[src/rtl/pwm_cg_pkg.sv]
package pwm_cg_pkg;

  // number of linear dividers fed from the prescaler
  localparam int NUM_DIV = 2;

  // strobes from control to datapath, one bit per divider
  typedef struct packed {
    logic [NUM_DIV-1:0] restart;  // configuration changed this cycle
    logic [NUM_DIV-1:0] run;      // ratio non-zero and tap select valid
  } cgStrobes_t;

endpackage

[src/rtl/pwm_cg_ctrl.sv]
module pwm_cg_ctrl
  import pwm_cg_pkg::*;
#(
  parameter int NUM_TAPS = 11,
  parameter int DIV_W    = 8,
  parameter int SEL_W    = 4
) (
  input  logic                            clk,
  input  logic                            rst,
  input  logic [NUM_DIV-1:0][SEL_W-1:0]   preCfg,
  input  logic [NUM_DIV-1:0][DIV_W-1:0]   divCfg,
  output cgStrobes_t                      stb
);

  logic [NUM_DIV-1:0][SEL_W-1:0] prevPre;
  logic [NUM_DIV-1:0][DIV_W-1:0] prevDiv;

  // shadow of the configuration; loaded during reset too, so the first
  // cycle after release never counts as a change
  always_ff @(posedge clk) begin
    prevPre <= preCfg;
    prevDiv <= divCfg;
  end

  for (genvar d = 0; d < NUM_DIV; d++) begin : gDivCtl
    always_comb begin
      stb.restart[d] = (preCfg[d] != prevPre[d]) || (divCfg[d] != prevDiv[d]);
      stb.run[d]     = (divCfg[d] != '0) && (int'(preCfg[d]) < NUM_TAPS);
    end

    assert_stable_no_restart_R7: assert property (@(posedge clk) disable iff (rst)
      ($past(!rst) && $stable(preCfg[d]) && $stable(divCfg[d])) |-> !stb.restart[d]);
  end

endmodule

[src/rtl/pwm_cg_lindiv.sv]
module pwm_cg_lindiv #(
  parameter int NUM_TAPS = 11,
  parameter int DIV_W    = 8,
  parameter int SEL_W    = 4
) (
  input  logic                clk,
  input  logic                rst,
  input  logic [NUM_TAPS-1:0] tapVec,
  input  logic [SEL_W-1:0]    pre,
  input  logic [DIV_W-1:0]    div,
  input  logic                restart,
  input  logic                run,
  output logic                pulse
);

  logic [DIV_W-1:0] divCnt;
  logic             tapSel;
  logic             hit;
  logic             atLast;

  always_comb begin
    tapSel = 1'b0;
    for (int i = 0; i < NUM_TAPS; i++) begin
      if (pre == SEL_W'(i)) tapSel = tapVec[i];
    end
  end

  assign hit    = run && !restart && tapSel;
  assign atLast = (divCnt == (div - DIV_W'(1)));
  assign pulse  = hit && atLast;

  always_ff @(posedge clk) begin
    if (rst || restart || !run) begin
      divCnt <= '0;
    end else if (hit) begin
      divCnt <= atLast ? '0 : divCnt + DIV_W'(1);
    end
  end

  assert_off_when_zero_R5: assert property (@(posedge clk) disable iff (rst)
    (div == '0) |-> !pulse);

  assert_gap_between_pulses_R4: assert property (@(posedge clk) disable iff (rst)
    (pulse && div > DIV_W'(1)) |=> !pulse);

  assert_restart_clears_R7: assert property (@(posedge clk) disable iff (rst)
    restart |=> (divCnt == '0));

  assert_count_in_range_R2: assert property (@(posedge clk) disable iff (rst)
    (run && !restart) |-> (divCnt < div));

endmodule

[src/rtl/pwm_cg_chansel.sv]
module pwm_cg_chansel #(
  parameter int NUM_TAPS = 11,
  parameter int SEL_W    = 4
) (
  input  logic                clk,
  input  logic                rst,
  input  logic [SEL_W-1:0]    sel,
  input  logic [NUM_TAPS-1:0] tapVec,
  input  logic                clkA,
  input  logic                clkB,
  output logic                en
);

  always_comb begin
    en = 1'b0;
    for (int i = 0; i < NUM_TAPS; i++) begin
      if (sel == SEL_W'(i)) en = tapVec[i];
    end
    if (sel == SEL_W'(NUM_TAPS))     en = clkA;
    if (sel == SEL_W'(NUM_TAPS + 1)) en = clkB;
  end

  assert_unused_sel_quiet_R8: assert property (@(posedge clk) disable iff (rst)
    (int'(sel) > NUM_TAPS + 1) |-> !en);

  assert_sel_a_follows_R8: assert property (@(posedge clk) disable iff (rst)
    (sel == SEL_W'(NUM_TAPS)) |-> (en == clkA));

endmodule

[src/rtl/pwm_cg_datapath.sv]
module pwm_cg_datapath
  import pwm_cg_pkg::*;
#(
  parameter int NUM_TAPS = 11,
  parameter int DIV_W    = 8,
  parameter int SEL_W    = 4,
  parameter int NUM_CH   = 4
) (
  input  logic                            clk,
  input  logic                            rst,
  input  logic [NUM_DIV-1:0][SEL_W-1:0]   preCfg,
  input  logic [NUM_DIV-1:0][DIV_W-1:0]   divCfg,
  input  cgStrobes_t                      stb,
  input  logic [NUM_CH*SEL_W-1:0]         chSel,
  output logic [NUM_TAPS-1:0]             tapEn,
  output logic [NUM_DIV-1:0]              divEn,
  output logic [NUM_CH-1:0]               chEn
);

  localparam int CNT_W = NUM_TAPS - 1;

  logic [CNT_W-1:0] preCnt;

  always_ff @(posedge clk) begin
    if (rst) preCnt <= '0;
    else     preCnt <= preCnt + CNT_W'(1);
  end

  assign tapEn[0] = !rst;
  for (genvar k = 1; k < NUM_TAPS; k++) begin : gTap
    assign tapEn[k] = !rst && (preCnt[k-1:0] == '0);

    assert_tap_nested_R1: assert property (@(posedge clk) disable iff (rst)
      tapEn[k] |-> tapEn[k-1]);
  end

  for (genvar d = 0; d < NUM_DIV; d++) begin : gDiv
    pwm_cg_lindiv #(
      .NUM_TAPS(NUM_TAPS),
      .DIV_W   (DIV_W),
      .SEL_W   (SEL_W)
    ) lindiv_i (
      .clk    (clk),
      .rst    (rst),
      .tapVec (tapEn),
      .pre    (preCfg[d]),
      .div    (divCfg[d]),
      .restart(stb.restart[d]),
      .run    (stb.run[d]),
      .pulse  (divEn[d])
    );
  end

  for (genvar c = 0; c < NUM_CH; c++) begin : gCh
    pwm_cg_chansel #(
      .NUM_TAPS(NUM_TAPS),
      .SEL_W   (SEL_W)
    ) chansel_i (
      .clk   (clk),
      .rst   (rst),
      .sel   (chSel[c*SEL_W +: SEL_W]),
      .tapVec(tapEn),
      .clkA  (divEn[0]),
      .clkB  (divEn[1]),
      .en    (chEn[c])
    );
  end

  assert_half_rate_toggles_R1: assert property (@(posedge clk) disable iff (rst)
    tapEn[1] |=> !tapEn[1]);

  assert_half_rate_returns_R1: assert property (@(posedge clk) disable iff (rst)
    ($past(!rst) && !tapEn[1]) |=> tapEn[1]);

  assert_release_from_zero_R9: assert property (@(posedge clk) disable iff (rst)
    $past(rst) |-> (tapEn[NUM_TAPS-1] && preCnt == '0));

  assert_quiet_in_reset_R9: assert property (@(posedge clk)
    rst |-> (tapEn == '0 && divEn == '0 && chEn == '0));

endmodule

[src/rtl/pwm_clock_menu.sv]
module pwm_clock_menu
  import pwm_cg_pkg::*;
#(
  parameter int NUM_TAPS = 11,
  parameter int DIV_W    = 8,
  parameter int NUM_CH   = 4,
  localparam int SEL_W   = $clog2(NUM_TAPS + NUM_DIV)
) (
  input  logic                    clk,
  input  logic                    rst,
  input  logic [SEL_W-1:0]        preA,
  input  logic [DIV_W-1:0]        divA,
  input  logic [SEL_W-1:0]        preB,
  input  logic [DIV_W-1:0]        divB,
  input  logic [NUM_CH*SEL_W-1:0] chSel,
  output logic [NUM_TAPS-1:0]     tapEn,
  output logic                    clkAEn,
  output logic                    clkBEn,
  output logic [NUM_CH-1:0]       chEn
);

  logic [NUM_DIV-1:0][SEL_W-1:0] preCfg;
  logic [NUM_DIV-1:0][DIV_W-1:0] divCfg;
  logic [NUM_DIV-1:0]            divEn;
  cgStrobes_t                    stb;

  assign preCfg = {preB, preA};
  assign divCfg = {divB, divA};
  assign clkAEn = divEn[0];
  assign clkBEn = divEn[1];

  pwm_cg_ctrl #(
    .NUM_TAPS(NUM_TAPS),
    .DIV_W   (DIV_W),
    .SEL_W   (SEL_W)
  ) ctrl_i (
    .clk   (clk),
    .rst   (rst),
    .preCfg(preCfg),
    .divCfg(divCfg),
    .stb   (stb)
  );

  pwm_cg_datapath #(
    .NUM_TAPS(NUM_TAPS),
    .DIV_W   (DIV_W),
    .SEL_W   (SEL_W),
    .NUM_CH  (NUM_CH)
  ) dp_i (
    .clk   (clk),
    .rst   (rst),
    .preCfg(preCfg),
    .divCfg(divCfg),
    .stb   (stb),
    .chSel (chSel),
    .tapEn (tapEn),
    .divEn (divEn),
    .chEn  (chEn)
  );

  assert_invalid_pre_quiet_R6: assert property (@(posedge clk) disable iff (rst)
    (int'(preA) >= NUM_TAPS) |-> !clkAEn);

  assert_div_on_tap_R4: assert property (@(posedge clk) disable iff (rst)
    clkBEn |-> (int'(preB) < NUM_TAPS && tapEn[preB]));

endmodule

[config.mk]
export PLATFORM = sky130hd
export DESIGN_NAME = pwm_clock_menu
export DESIGN_NICKNAME = d
export VERILOG_FILES = /design/src/rtl/pwm_cg_pkg.sv /design/src/rtl/pwm_cg_ctrl.sv /design/src/rtl/pwm_cg_lindiv.sv /design/src/rtl/pwm_cg_chansel.sv /design/src/rtl/pwm_cg_datapath.sv /design/src/rtl/pwm_clock_menu.sv
export SDC_FILE = /design/constraint.sdc
export NUM_CORES = 1
export LEC_CHECK = 0
export ABC_AREA = 1
export BUFFER_PORTS_ARGS = -buffer_cell sky130_fd_sc_hd__buf_4
export CAP_MARGIN = 15
export CORE_ASPECT_RATIO = 1.4
export CORE_MARGIN = 3
export CORE_UTILIZATION = 57
export CTS_CLUSTER_SIZE = 20
export DETAILED_ROUTE_END_ITERATION = 10
export HOLD_SLACK_MARGIN = 0.08
export PLACE_DENSITY = 0.87
export SYNTH_ARGS = -nofsm -noshare
export SYNTH_HDL_FRONTEND = slang
export SYNTH_SLANG_ARGS = --single-unit
[constraint.sdc]
create_clock -name clk -period 2.3 [get_ports clk]
set_input_delay 0.115 -clock clk [delete_from_list [all_inputs] [get_ports clk]]
set_output_delay 0.115 -clock clk [all_outputs]
set_load 0.005 [all_outputs]
==> results.sh, run 1 <==
export IMPL_synthDistinctLibCells=41
export IMPL_layout_drive_gt1_share=0.259
export IMPL_grt_pass1_wl_mm=16.0
export IMPL_cp_max_fo=6
export IMPL_cpMostUsedCell="nand2_4"
export IMPL_portBuffers=58
export IMPL_synth_edf_count=0
export IMPL_syn_nets=607
export IMPL_vias_per_cell=5.63
export IMPL_intPower_w=0.00151
export IMPL_wirelength_mm=10.7
export IMPL_ant_nets=0
export IMPL_dieArea_um2=7450
export IMPL_cts_sinks=50
export IMPL_grt_pass1_vias=3783
export IMPL_seqCellArea_um2=1010
export IMPL_holdPathEnd="ctrl_i.prevDiv[4]"
export IMPL_avgSynthCellArea_um2=6.57
export IMPL_synthTopCellsByCount="nand2_1, nor2_1, inv_1, dfxtp_1, nand3_1"
export IMPL_fmax_mhz=428
export IMPL_worst_skew_pair_late_latency_ns=0.31
export IMPL_cp_slowest_stage_delay_ns=0.33
export IMPL_fp_coreArea_um2=6210
export IMPL_place_gp_congestion=0.915
export IMPL_synth_top_area_share=0.273
export IMPL_totalPowerFinal_w=0.00217
export IMPL_min_period_ns=2.34
export IMPL_status="finished, violations left"
export IMPL_drc=0
export IMPL_grt_max_degree=18
export IMPL_cp_start_kind="register"
export IMPL_fin_nets=718
export IMPL_clk_path_buf_depth=2
export IMPL_ys_flop_type="dfxtp_1"
export IMPL_area_growth_pct=32.8
export IMPL_r2r_slack_ns=0.13
export IMPL_synth_area_leader_cell="dfxtp_1"
export IMPL_setup_ws_ns=-0.0388
export IMPL_io_pin_count=59
export IMPL_drtIter0Drc=410
export IMPL_seq_area_frac_synth=0.273
export IMPL_combPwrFrac=0.276
export IMPL_hold_path_class="in2reg"
export IMPL_clkPwrFrac=0.305
export IMPL_netlist_area_um2=3670
export IMPL_track_usage=0.267
export IMPL_drtPass1Iterations=6
export IMPL_synthCells=559
export IMPL_die_x_um=73.8
export IMPL_worst_pin_slew_ns=0.387
export IMPL_power_density_nw_per_um2=444
export IMPL_multi_input_area_um2=2380
export IMPL_finalSetupViolations=3
export IMPL_cellLeakagePower_nw=2.30
export IMPL_rsz0062_at_grt="true"
export IMPL_root_buffer="clkbuf_8"
export IMPL_crit_type="reg2out"
export IMPL_switching_share=0.303
export IMPL_ir_worst_vdd_mv=0.391
export IMPL_violations="setup timing"
export IMPL_hold_slack_ns=0.133
export IMPL_async_flop_share=0
export IMPL_slew_headroom=0.740
export IMPL_cp_required_ns=2.18
export IMPL_fin_skew_ns=0.0100
export IMPL_die_y_um=101
export IMPL_clk_pin_slew_ns=0.10
export IMPL_worstPathArrival_ns=2.22
export IMPL_wl_per_cell_um=14.3
export IMPL_cap_violations=0
export IMPL_r2r_cells=16
export IMPL_hold_path_cell_count=1
export IMPL_grt_overflow=0
export IMPL_p_switching_w=0.000657
export IMPL_cts_tree="yes"
export IMPL_ys_warn_count=0
export IMPL_drv_slew=0
export IMPL_hold_path_startpoint="divA[4]"
export IMPL_p_seq_frac=0.419
export IMPL_antenna_found_initial=0
export IMPL_final_hold_viol_count=0
export IMPL_cp_slowest_cell="dfxtp_2"
export IMPL_end_kind="primary output"
export IMPL_n_antenna_cell=0
export IMPL_path_cells="inv_2 -> ha_4 -> nand2_4 -> nor2_2 -> nand4_2 -> nand2_1 -> inv_2 -> nor2_4 -> nand2_4 -> inv_4 -> nand2_4 -> inv_4 -> nand4_1 -> nand3_1 -> buf_4"
export IMPL_r2r_end="dp_i.gDiv[1].lindiv_i.divCnt[7]"
export IMPL_yosys_top_cells_area="dfxtp_1, nand2_1, nor2_1"
export IMPL_numCtsBuffers=5
export IMPL_fill_cells=430
export IMPL_fin_crit_sh=1.02
export IMPL_h_tree_depth=2
export IMPL_start_util=0.591
export IMPL_synth_seq_cells=50
export IMPL_rows=34
export IMPL_dp_hpwl_mm=7.19
export IMPL_timing_rr_start="dp_i.preCnt[0]"
export IMPL_synth_most_common_cell="nand2_1"
export IMPL_via_count=4183
-- state kept, by name (all words and copies together), names as in the netlist --
signal	flops
dp_i.gDiv.lindiv_i.divCnt	16
dp_i.preCnt	10
ctrl_i.prevDiv	16
ctrl_i.prevPre	8
-- critical path: cells and delay by family, from the launching register on --
family | cells | cell delay [ns]
AND/OR/NAND/NOR | 9 | 0.95
buffers and inverters | 5 | 0.41
flip-flops | 1 | 0.33
adder cells (fa/ha/maj) | 1 | 0.21
-- final cells by class --
cell class / count / area share
repair buffers: 115 / 0.193
flip-flops and latches: 50 / 0.207
inverters: 88 / 0.0703
clock inverters: 3 / 0.0100
clock buffers: 5 / 0.0141
multi-input cells: 410 / 0.487
well taps: 72 / 0.0185
-- cells by family (layout without fill, tap and decap cells) --
logic type | after synthesis | in the layout | share of synthesized area
buffers and inverters | 99 | 211 | 0.110
AND/OR/NAND/NOR | 315 | 315 | 0.417
AO/OA/AOI/OAI | 42 | 42 | 0.0678
adder cells (fa/ha/maj) | 6 | 6 | 0.0204
XOR/XNOR | 47 | 47 | 0.112
flip-flops | 50 | 50 | 0.273
-- routing by layer --
metal | routed length [um] | GRT usage | vias to the layer above
met2 | 5520 | 0.495 | 220
met3 | 757 | 0.0329 | 53
met5 | 0 | 0 | -
li1 | - | - | 2011
met1 | 3920 | 0.303 | 1899
met4 | 450 | 0.0990 | 0
-- worst max path at each step --
stage / slack, ns / depth (start not counted) / start / endpoint
3_5_place_dp: 0.04 / 17 / dp_i.preCnt[1] / chEn[1]
5_1_grt: -0.16 / 15 / dp_i.preCnt[0] / chEn[2]
6_report: -0.04 / 15 / dp_i.preCnt[0] / chEn[2]
2_1_floorplan: 0.18 / 18 / dp_i.preCnt[0] / chEn[1]
4_1_cts: 0.002 / 18 / dp_i.preCnt[1] / chEn[0]
3_3_place_gp: 0.15 / 17 / dp_i.preCnt[0] / chEn[3]
-- per-stage QoR --
stage	util	setup TNS [ns]	std cells	setup WS (ns)	area, um^2
3_3_place_gp	0.678	0	689	0.150	4210
3_5_place_dp	0.678	0	689	0.0413	4210
4_1_cts	0.742	0	724	0.00197	4610
5_1_grt	0.785	-0.626	743	-0.163	4880
2_1_floorplan	-	0	559	0.183	3670
6_report	0.785	-0.0990	743	-0.0388	4880
-- power by group through the flow --
stage | logic [W] | registers [W] | clock network, W
floorplan | 0.000283 | 0.000923 | 0
global placement | 0.000465 | 0.000925 | 0
detailed placement | 0.000480 | 0.000927 | 0
CTS | 0.000527 | 0.000907 | 0.000662
global route | 0.000650 | 0.000911 | 0.000697
finish | 0.000597 | 0.000908 | 0.000661
-- cell usage in the layout, fill, tap and decap left out, drive strengths merged --
cell / n
nand2: 108
nor2: 98
buf: 91
inv: 89
dfxtp: 50
nand3: 42
nor3: 28
xor2: 27
nand4: 27
dlygate4sd3: 23
xnor2: 20
a21oi: 20
o21ai: 12
nor4: 6
ha: 6
clkbuf: 5
a31oi: 4
or2: 4
o211ai: 3
and2: 1
and3: 1
o22ai: 1
a32oi: 1
o21a: 1
clkinvlp: 1
bufinv: 1
dlymetal6s4s: 1
-- repair_timing --
action	CTS	global route
buffers inserted	3	20
setup endpoints to repair	6	6
gates resized for setup	9	37
endpoints found under the hold margin	24	0
hold buffers	24	0
pin swaps	1	28
(Power assumes the default switching activity.)
==> inputs of run 2 (changes only) <==
- CORE_UTILIZATION: 57 -> 60
- PLACE_DENSITY: 0.87 -> 0.91
- clock period: 2.3 -> 2.8 ns (I/O delays scaled with it)
==> run 2 against run 1 <==
Against the previous run: the run now ends clean; first-iteration DRC count fell by 18%; register-to-register slack better by 0.49 ns; cell count shrank 4.6%; clock power down 30%; via count decreased by 7.6%; cell area is 7.6% lower; sequential power fell by 18%; utilization fell by 2.2 points; flip-flop and latch count unchanged; non-clock buffer count decreased by 32; critical path type is now in2out.
==> results.sh, run 2 (synthesized netlist as in run 1, its figures left out) <==
export IMPL_die_y_um=98.6
export IMPL_h_tree_depth=2
export IMPL_n_antenna_cell=0
export IMPL_root_buffer="clkbuf_8"
export IMPL_rows=33
export IMPL_vias_per_cell=5.45
export IMPL_antenna_found_initial=0
export IMPL_r2r_slack_ns=0.62
export IMPL_setup_ws_ns=0.138
export IMPL_p_switching_w=0.000523
export IMPL_seqCellArea_um2=1000
export IMPL_slew_headroom=0.677
export IMPL_worst_pin_slew_ns=0.484
export IMPL_cellLeakagePower_nw=2.07
export IMPL_r2r_cells=13
export IMPL_grt_max_degree=19
export IMPL_clkPwrFrac=0.285
export IMPL_cts_sinks=50
export IMPL_area_growth_pct=22.7
export IMPL_place_inst=676
export IMPL_intPower_w=0.00111
export IMPL_grt_overflow=0
export IMPL_min_period_ns=2.66
export IMPL_combPwrFrac=0.256
export IMPL_power_density_nw_per_um2=362
export IMPL_start_util=0.622
export IMPL_dieArea_um2=7110
export IMPL_crit_type="in2out"
export IMPL_end_kind="primary output"
export IMPL_pre_cts_slack_ns=0.174
export IMPL_hold_slack_ns=0.160
export IMPL_worstPathArrival_ns=2.52
export IMPL_wirelength_mm=9.79
export IMPL_switching_share=0.321
export IMPL_hold_path_startpoint="rst"
export IMPL_fin_crit_sh=0.951
export IMPL_hold_path_class="in2reg"
export IMPL_cp_slowest_stage_delay_ns=0.54
export IMPL_final_cell_mix="nand2_1, nor2_1, inv_1"
export IMPL_place_gp_congestion=0.951
export IMPL_track_usage=0.278
export IMPL_endpoint="chEn[2]"
export IMPL_fmax_mhz=376
export IMPL_totalPowerFinal_w=0.00163
export IMPL_ir_worst_vdd_mv=0.349
export IMPL_worst_skew_pair_late_latency_ns=0.31
export IMPL_drv_slew=0
export IMPL_cts_tree="yes"
export IMPL_p_seq_frac=0.459
export IMPL_path_cells="dlygate4sd3_1 -> buf_4 -> inv_1 -> ha_2 -> xnor2_1 -> nor3_1 -> nand2_1 -> nor2_1 -> nand3_1 -> nor2_2 -> nand2_2 -> inv_4 -> nand4_1 -> nand3_1 -> buf_4"
export IMPL_cp_required_ns=2.66
export IMPL_cp_start_kind="input port"
export IMPL_via_count=3865
export IMPL_fp_coreArea_um2=5900
export IMPL_cp_slowest_cell="dlygate4sd3_1"
export IMPL_r2r_end="dp_i.gDiv[1].lindiv_i.divCnt[7]"
export IMPL_status="finished, final reports clean"
export IMPL_numCtsBuffers=5
export IMPL_cp_max_fo=5
export IMPL_layout_drive_gt1_share=0.189
export IMPL_io_pin_count=59
export IMPL_grt_pass1_wl_mm=16.3
export IMPL_wl_per_cell_um=13.8
export IMPL_fill_cells=431
export IMPL_setup_worst_path_start="divA[0]"
export IMPL_die_x_um=72.1
export IMPL_clk_pin_slew_ns=0.10
export IMPL_layout_commonest_cell="nand2_1"
export IMPL_dp_hpwl_mm=7.08
export IMPL_multi_input_area_um2=2300
export IMPL_finalSetupViolations=0
export IMPL_grt_pass1_vias=3735
export IMPL_drtIter0Drc=337
export IMPL_clk_path_buf_depth=2
export IMPL_ant_nets=0
export IMPL_portBuffers=58
export IMPL_cap_violations=0
export IMPL_reg_top3="ctrl_i.prevDiv: 16 flops, dp_i.gDiv.lindiv_i.divCnt: 16 flops, dp_i.preCnt: 10 flops"
export IMPL_fin_skew_ns=0.0107
export IMPL_drtPass1Iterations=5
export IMPL_final_cells=709
export IMPL_final_hold_viol_count=0
export IMPL_drc=0
export IMPL_fin_nets=686
export IMPL_timing_rr_start="dp_i.preCnt[0]"
[run 2: layer usage]
layer	vias to the layer above	routed length, um	global-route usage
met5	-	0	0
met4	0	197	0.0926
met3	19	608	0.0408
met2	151	5100	0.502
met1	1742	3880	0.329
li1	1953	-	-
[run 2: worst max-delay path: cells and delay by family]
family / cells / cell delay, ns
XOR/XNOR: 1 / 0.13
adder cells (fa/ha/maj): 1 / 0.29
buffers and inverters: 5 / 1.00
AND/OR/NAND/NOR: 8 / 0.95
[run 2: power by group through the flow]
stage | combinational [W] | clock, W | sequential, W
after floorplan | 0.000232 | 0 | 0.000758
after global placement | 0.000363 | 0 | 0.000762
after detailed placement | 0.000371 | 0 | 0.000764
after CTS | 0.000404 | 0.000462 | 0.000747
after global routing | 0.000460 | 0.000494 | 0.000750
final | 0.000418 | 0.000464 | 0.000748
[run 2: layout make-up]
cell class / count / area share
Clock inverter: 3 / 0.00639
Multi-Input combinational cell: 410 / 0.511
Clock buffer: 5 / 0.0153
Timing Repair Buffer: 83 / 0.152
Tap cell: 70 / 0.0194
Sequential cell: 50 / 0.222
Inverter: 88 / 0.0744
[run 2: metrics by stage]
stage,utilization,TNS [ns],instance area (um^2)
after CTS,0.758,0,4470
after detailed placement,0.698,0,4120
after global placement,0.698,0,4120
final,0.763,0,4500
after global routing,0.763,-0.00871,4500
after floorplan,-,0,3670
[run 2: worst min path at each step]
stage | end | slack [ns] | cells past startpoint
3_5_place_dp | ctrl_i.prevDiv[1] | 0.27 | 1
2_1_floorplan | ctrl_i.prevDiv[0] | 0.17 | 0
5_1_grt | dp_i.preCnt[0] | 0.16 | 2
3_3_place_gp | ctrl_i.prevDiv[1] | 0.27 | 1
4_1_cts | dp_i.preCnt[0] | 0.16 | 2
6_report | dp_i.preCnt[0] | 0.16 | 2
[run 2: repair_timing]
action / CTS / global route
buffers inserted: 0 / 1
pin swaps: 0 / 1
endpoints found under the setup margin: 5 / 5
gates resized for setup: 3 / 8
hold buffers: 24 / 0
hold endpoints to repair: 24 / 0
==> inputs of run 3 (changes only) <==
- ABC_AREA: 1 -> 0
==> run 3 against run 2 <==
Against the previous run: the flow now finishes with violations (setup timing); die area increased by 1.6%; via count increased by 0.39%; combinational power increased by 17%; setup slack got worse by 0.16 ns; area after synthesis increased by 1.8%; critical path type unchanged; critical endpoint unchanged; highest routed layer unchanged.
==> results.sh, run 3 <==
export IMPL_track_usage=0.290
export IMPL_finalSetupViolations=1
export IMPL_slew_headroom=0.638
export IMPL_n_antenna_cell=0
export IMPL_seq_area_frac_synth=0.268
export IMPL_rows=33
export IMPL_fin_nets=581
export IMPL_drc=0
export IMPL_hold_path_class="in2reg"
export IMPL_vias_per_cell=6.42
export IMPL_via_count=3880
export IMPL_numCtsBuffers=5
export IMPL_fmax_mhz=355
export IMPL_h_tree_depth=2
export IMPL_ant_nets=0
export IMPL_drtPass1Iterations=5
export IMPL_fill_cells=357
export IMPL_reg_top3="ctrl_i.prevDiv: 16 flops, dp_i.gDiv.lindiv_i.divCnt: 16 flops, dp_i.preCnt: 10 flops"
export IMPL_synthCells=456
export IMPL_seqCellArea_um2=1010
export IMPL_start_util=0.628
export IMPL_crit_type="in2out"
export IMPL_wirelength_mm=11.4
export IMPL_clk_path_buf_depth=2
export IMPL_worstPathArrival_ns=2.68
export IMPL_final_cell_mix="buf_4, xnor2_1, dfxtp_1"
export IMPL_use_met3=0.0435
export IMPL_avgSynthCellArea_um2=8.19
export IMPL_die_x_um=72.7
export IMPL_synthTopCellsByCount="dfxtp_1, xnor2_1, nor2_1, nand2_1, inv_1"
export IMPL_drtIter0Drc=387
export IMPL_fp_coreArea_um2=5950
export IMPL_violations="setup timing"
export IMPL_path_delay_family="buffers and inverters"
export IMPL_post_dp_cell_area_um2=4190
export IMPL_dp_hpwl_mm=7.16
export IMPL_wl_per_cell_um=18.8
export IMPL_yosys_top_cells_area="dfxtp_1, xnor2_1, nor2_1"
export IMPL_portBuffers=58
export IMPL_ir_worst_vdd_mv=0.322
export IMPL_gr_usage_met1=0.334
export IMPL_grt_max_degree=17
export IMPL_power_density_nw_per_um2=360
export IMPL_finalInstanceArea_um2=4740
export IMPL_cpMostUsedCell="buf_4"
export IMPL_dieArea_um2=7220
export IMPL_async_flop_share=0
export IMPL_grt_overflow=0
export IMPL_cp_slowest_cell="dlygate4sd3_1"
export IMPL_die_y_um=99.4
export IMPL_end_kind="primary output"
export IMPL_io_pin_count=59
export IMPL_fin_crit_sh=1.01
export IMPL_cap_violations=0
export IMPL_synth_seq_cells=50
export IMPL_area_growth_pct=26.9
export IMPL_multi_input_area_um2=2590
export IMPL_min_period_ns=2.82
export IMPL_cts_tree="yes"
export IMPL_cellLeakagePower_nw=1.78
export IMPL_layout_commonest_cell="buf_4"
export IMPL_cp_slowest_stage_delay_ns=0.54
export IMPL_path_buf_inv=3
export IMPL_layout_drive_gt1_share=0.279
export IMPL_grtUsageMet2=0.517
export IMPL_status="finished, violations left"
export IMPL_cp_max_fo=10
export IMPL_worst_skew_pair_late_latency_ns=0.31
export IMPL_cp_required_ns=2.66
export IMPL_synthDistinctLibCells=71
export IMPL_netlist_area_um2=3740
export IMPL_root_buffer="clkbuf_8"
export IMPL_setup_ws_ns=-0.0185
export IMPL_grt_pass1_wl_mm=17.0
export IMPL_clk_pin_slew_ns=0.08
export IMPL_ys_warn_count=0
export IMPL_drv_slew=0
export IMPL_cts_sinks=50
export IMPL_cp_start_kind="input port"
export IMPL_synth_edf_count=0
export IMPL_ys_flop_type="dfxtp_1"
export IMPL_gr_max_usage_layer="met2"
export IMPL_final_hold_viol_count=0
export IMPL_synth_top_area_share=0.268
export IMPL_path_cells="dlygate4sd3_1 -> buf_4 -> xnor2_1 -> nand4_1 -> a2111oi_4 -> o211ai_4 -> and4bb_4 -> mux2i_1 -> a21oi_1 -> buf_4"
export IMPL_grt_pass1_vias=3636
export IMPL_worst_pin_slew_ns=0.542
export IMPL_antenna_found_initial=0
export IMPL_totalPowerFinal_w=0.00171
export IMPL_fin_skew_ns=0.00788
export IMPL_synth_most_common_cell="dfxtp_1"
export IMPL_syn_nets=504
export IMPL_synth_area_leader_cell="dfxtp_1"
export IMPL_place_gp_congestion=0.926
-- run 3: tightest hold or removal path, delay by kind of cell --
| family | cells | cell delay [ns] |
|---|---|---|
| buffers and inverters | 2 | 0.36 |
| and+or+nand+nor | 1 | 0.07 |
-- run 3: path summary, 6_finish.rpt --
path,startpoint,endpoint,slack [ns],depth (start not counted)
worst min-delay path,rst,dp_i.preCnt[2],0.30,3
worst max-delay path,preA[0],chEn[2],-0.02,10
worst min register to register,dp_i.gDiv[1].lindiv_i.divCnt[7],dp_i.gDiv[1].lindiv_i.divCnt[7],0.56,2
worst max register to register,ctrl_i.prevPre[2],dp_i.gDiv[0].lindiv_i.divCnt[7],0.23,7
-- run 3: repair_timing --
item / CTS / global route
setup buffers: 3 / 3
setup endpoints to repair: 4 / 12
gates resized for setup: 3 / 35
hold buffers: 24 / 0
hold endpoints to repair: 24 / 0
pin swaps: 2 / 9
-- run 3: cells by family after synthesis --
family                     Yosys count  share of synthesized area
AOI/OAI and AO/OA                   90                      0.188
buffers and inverters               58                     0.0770
and+or+nand+nor                    188                      0.293
xor gates and xnor gates            62                      0.149
adders and majority gates            6                     0.0201
DFF                                 50                      0.268
muxes                                2                    0.00536
-- run 3: routing by layer --
metal / vias up / share of wire / wire [um]
met4: 0 / 0.054 / 608
met1: 1805 / 0.36 / 4100
met3: 64 / 0.076 / 861
li1: 1771 / - / -
met2: 240 / 0.51 / 5800
met5: - / 0 / 0
-- run 3: report_power, final --
| group | total (W) | internal [W] | switching (W) | leakage [nW] |
|---|---|---|---|---|
| clock network | 0.000466 | 0.000227 | 0.000239 | 0.0544 |
| logic | 0.000491 | 0.000237 | 0.000255 | 1.31 |
| registers | 0.000749 | 0.000734 | 0.0000155 | 0.414 |
| total | 0.00171 | 0.00120 | 0.000509 | 1.78 |
-- run 3: layout make-up --
class,instances,share of cell area
Timing Repair Buffer,106,0.183
Clock buffer,7,0.0203
Multi-Input combinational cell,348,0.547
Clock inverter,1,0.00185
Tap cell,70,0.0185
Inverter,22,0.0174
Sequential cell,50,0.212
-- run 3: stage by stage --
step	TNS, ns	setup slack (ns)	hold slack, ns	util	instances
finish	-0.0185	-0.0185	0.303	0.797	604
global route	-0.237	-0.103	0.325	0.797	604
CTS	0	0.0154	0.285	0.767	601
detailed placement	0	0.0871	0.286	0.705	566
global placement	0	0.236	0.287	0.705	566
floorplan	0	0.139	0.168	-	456
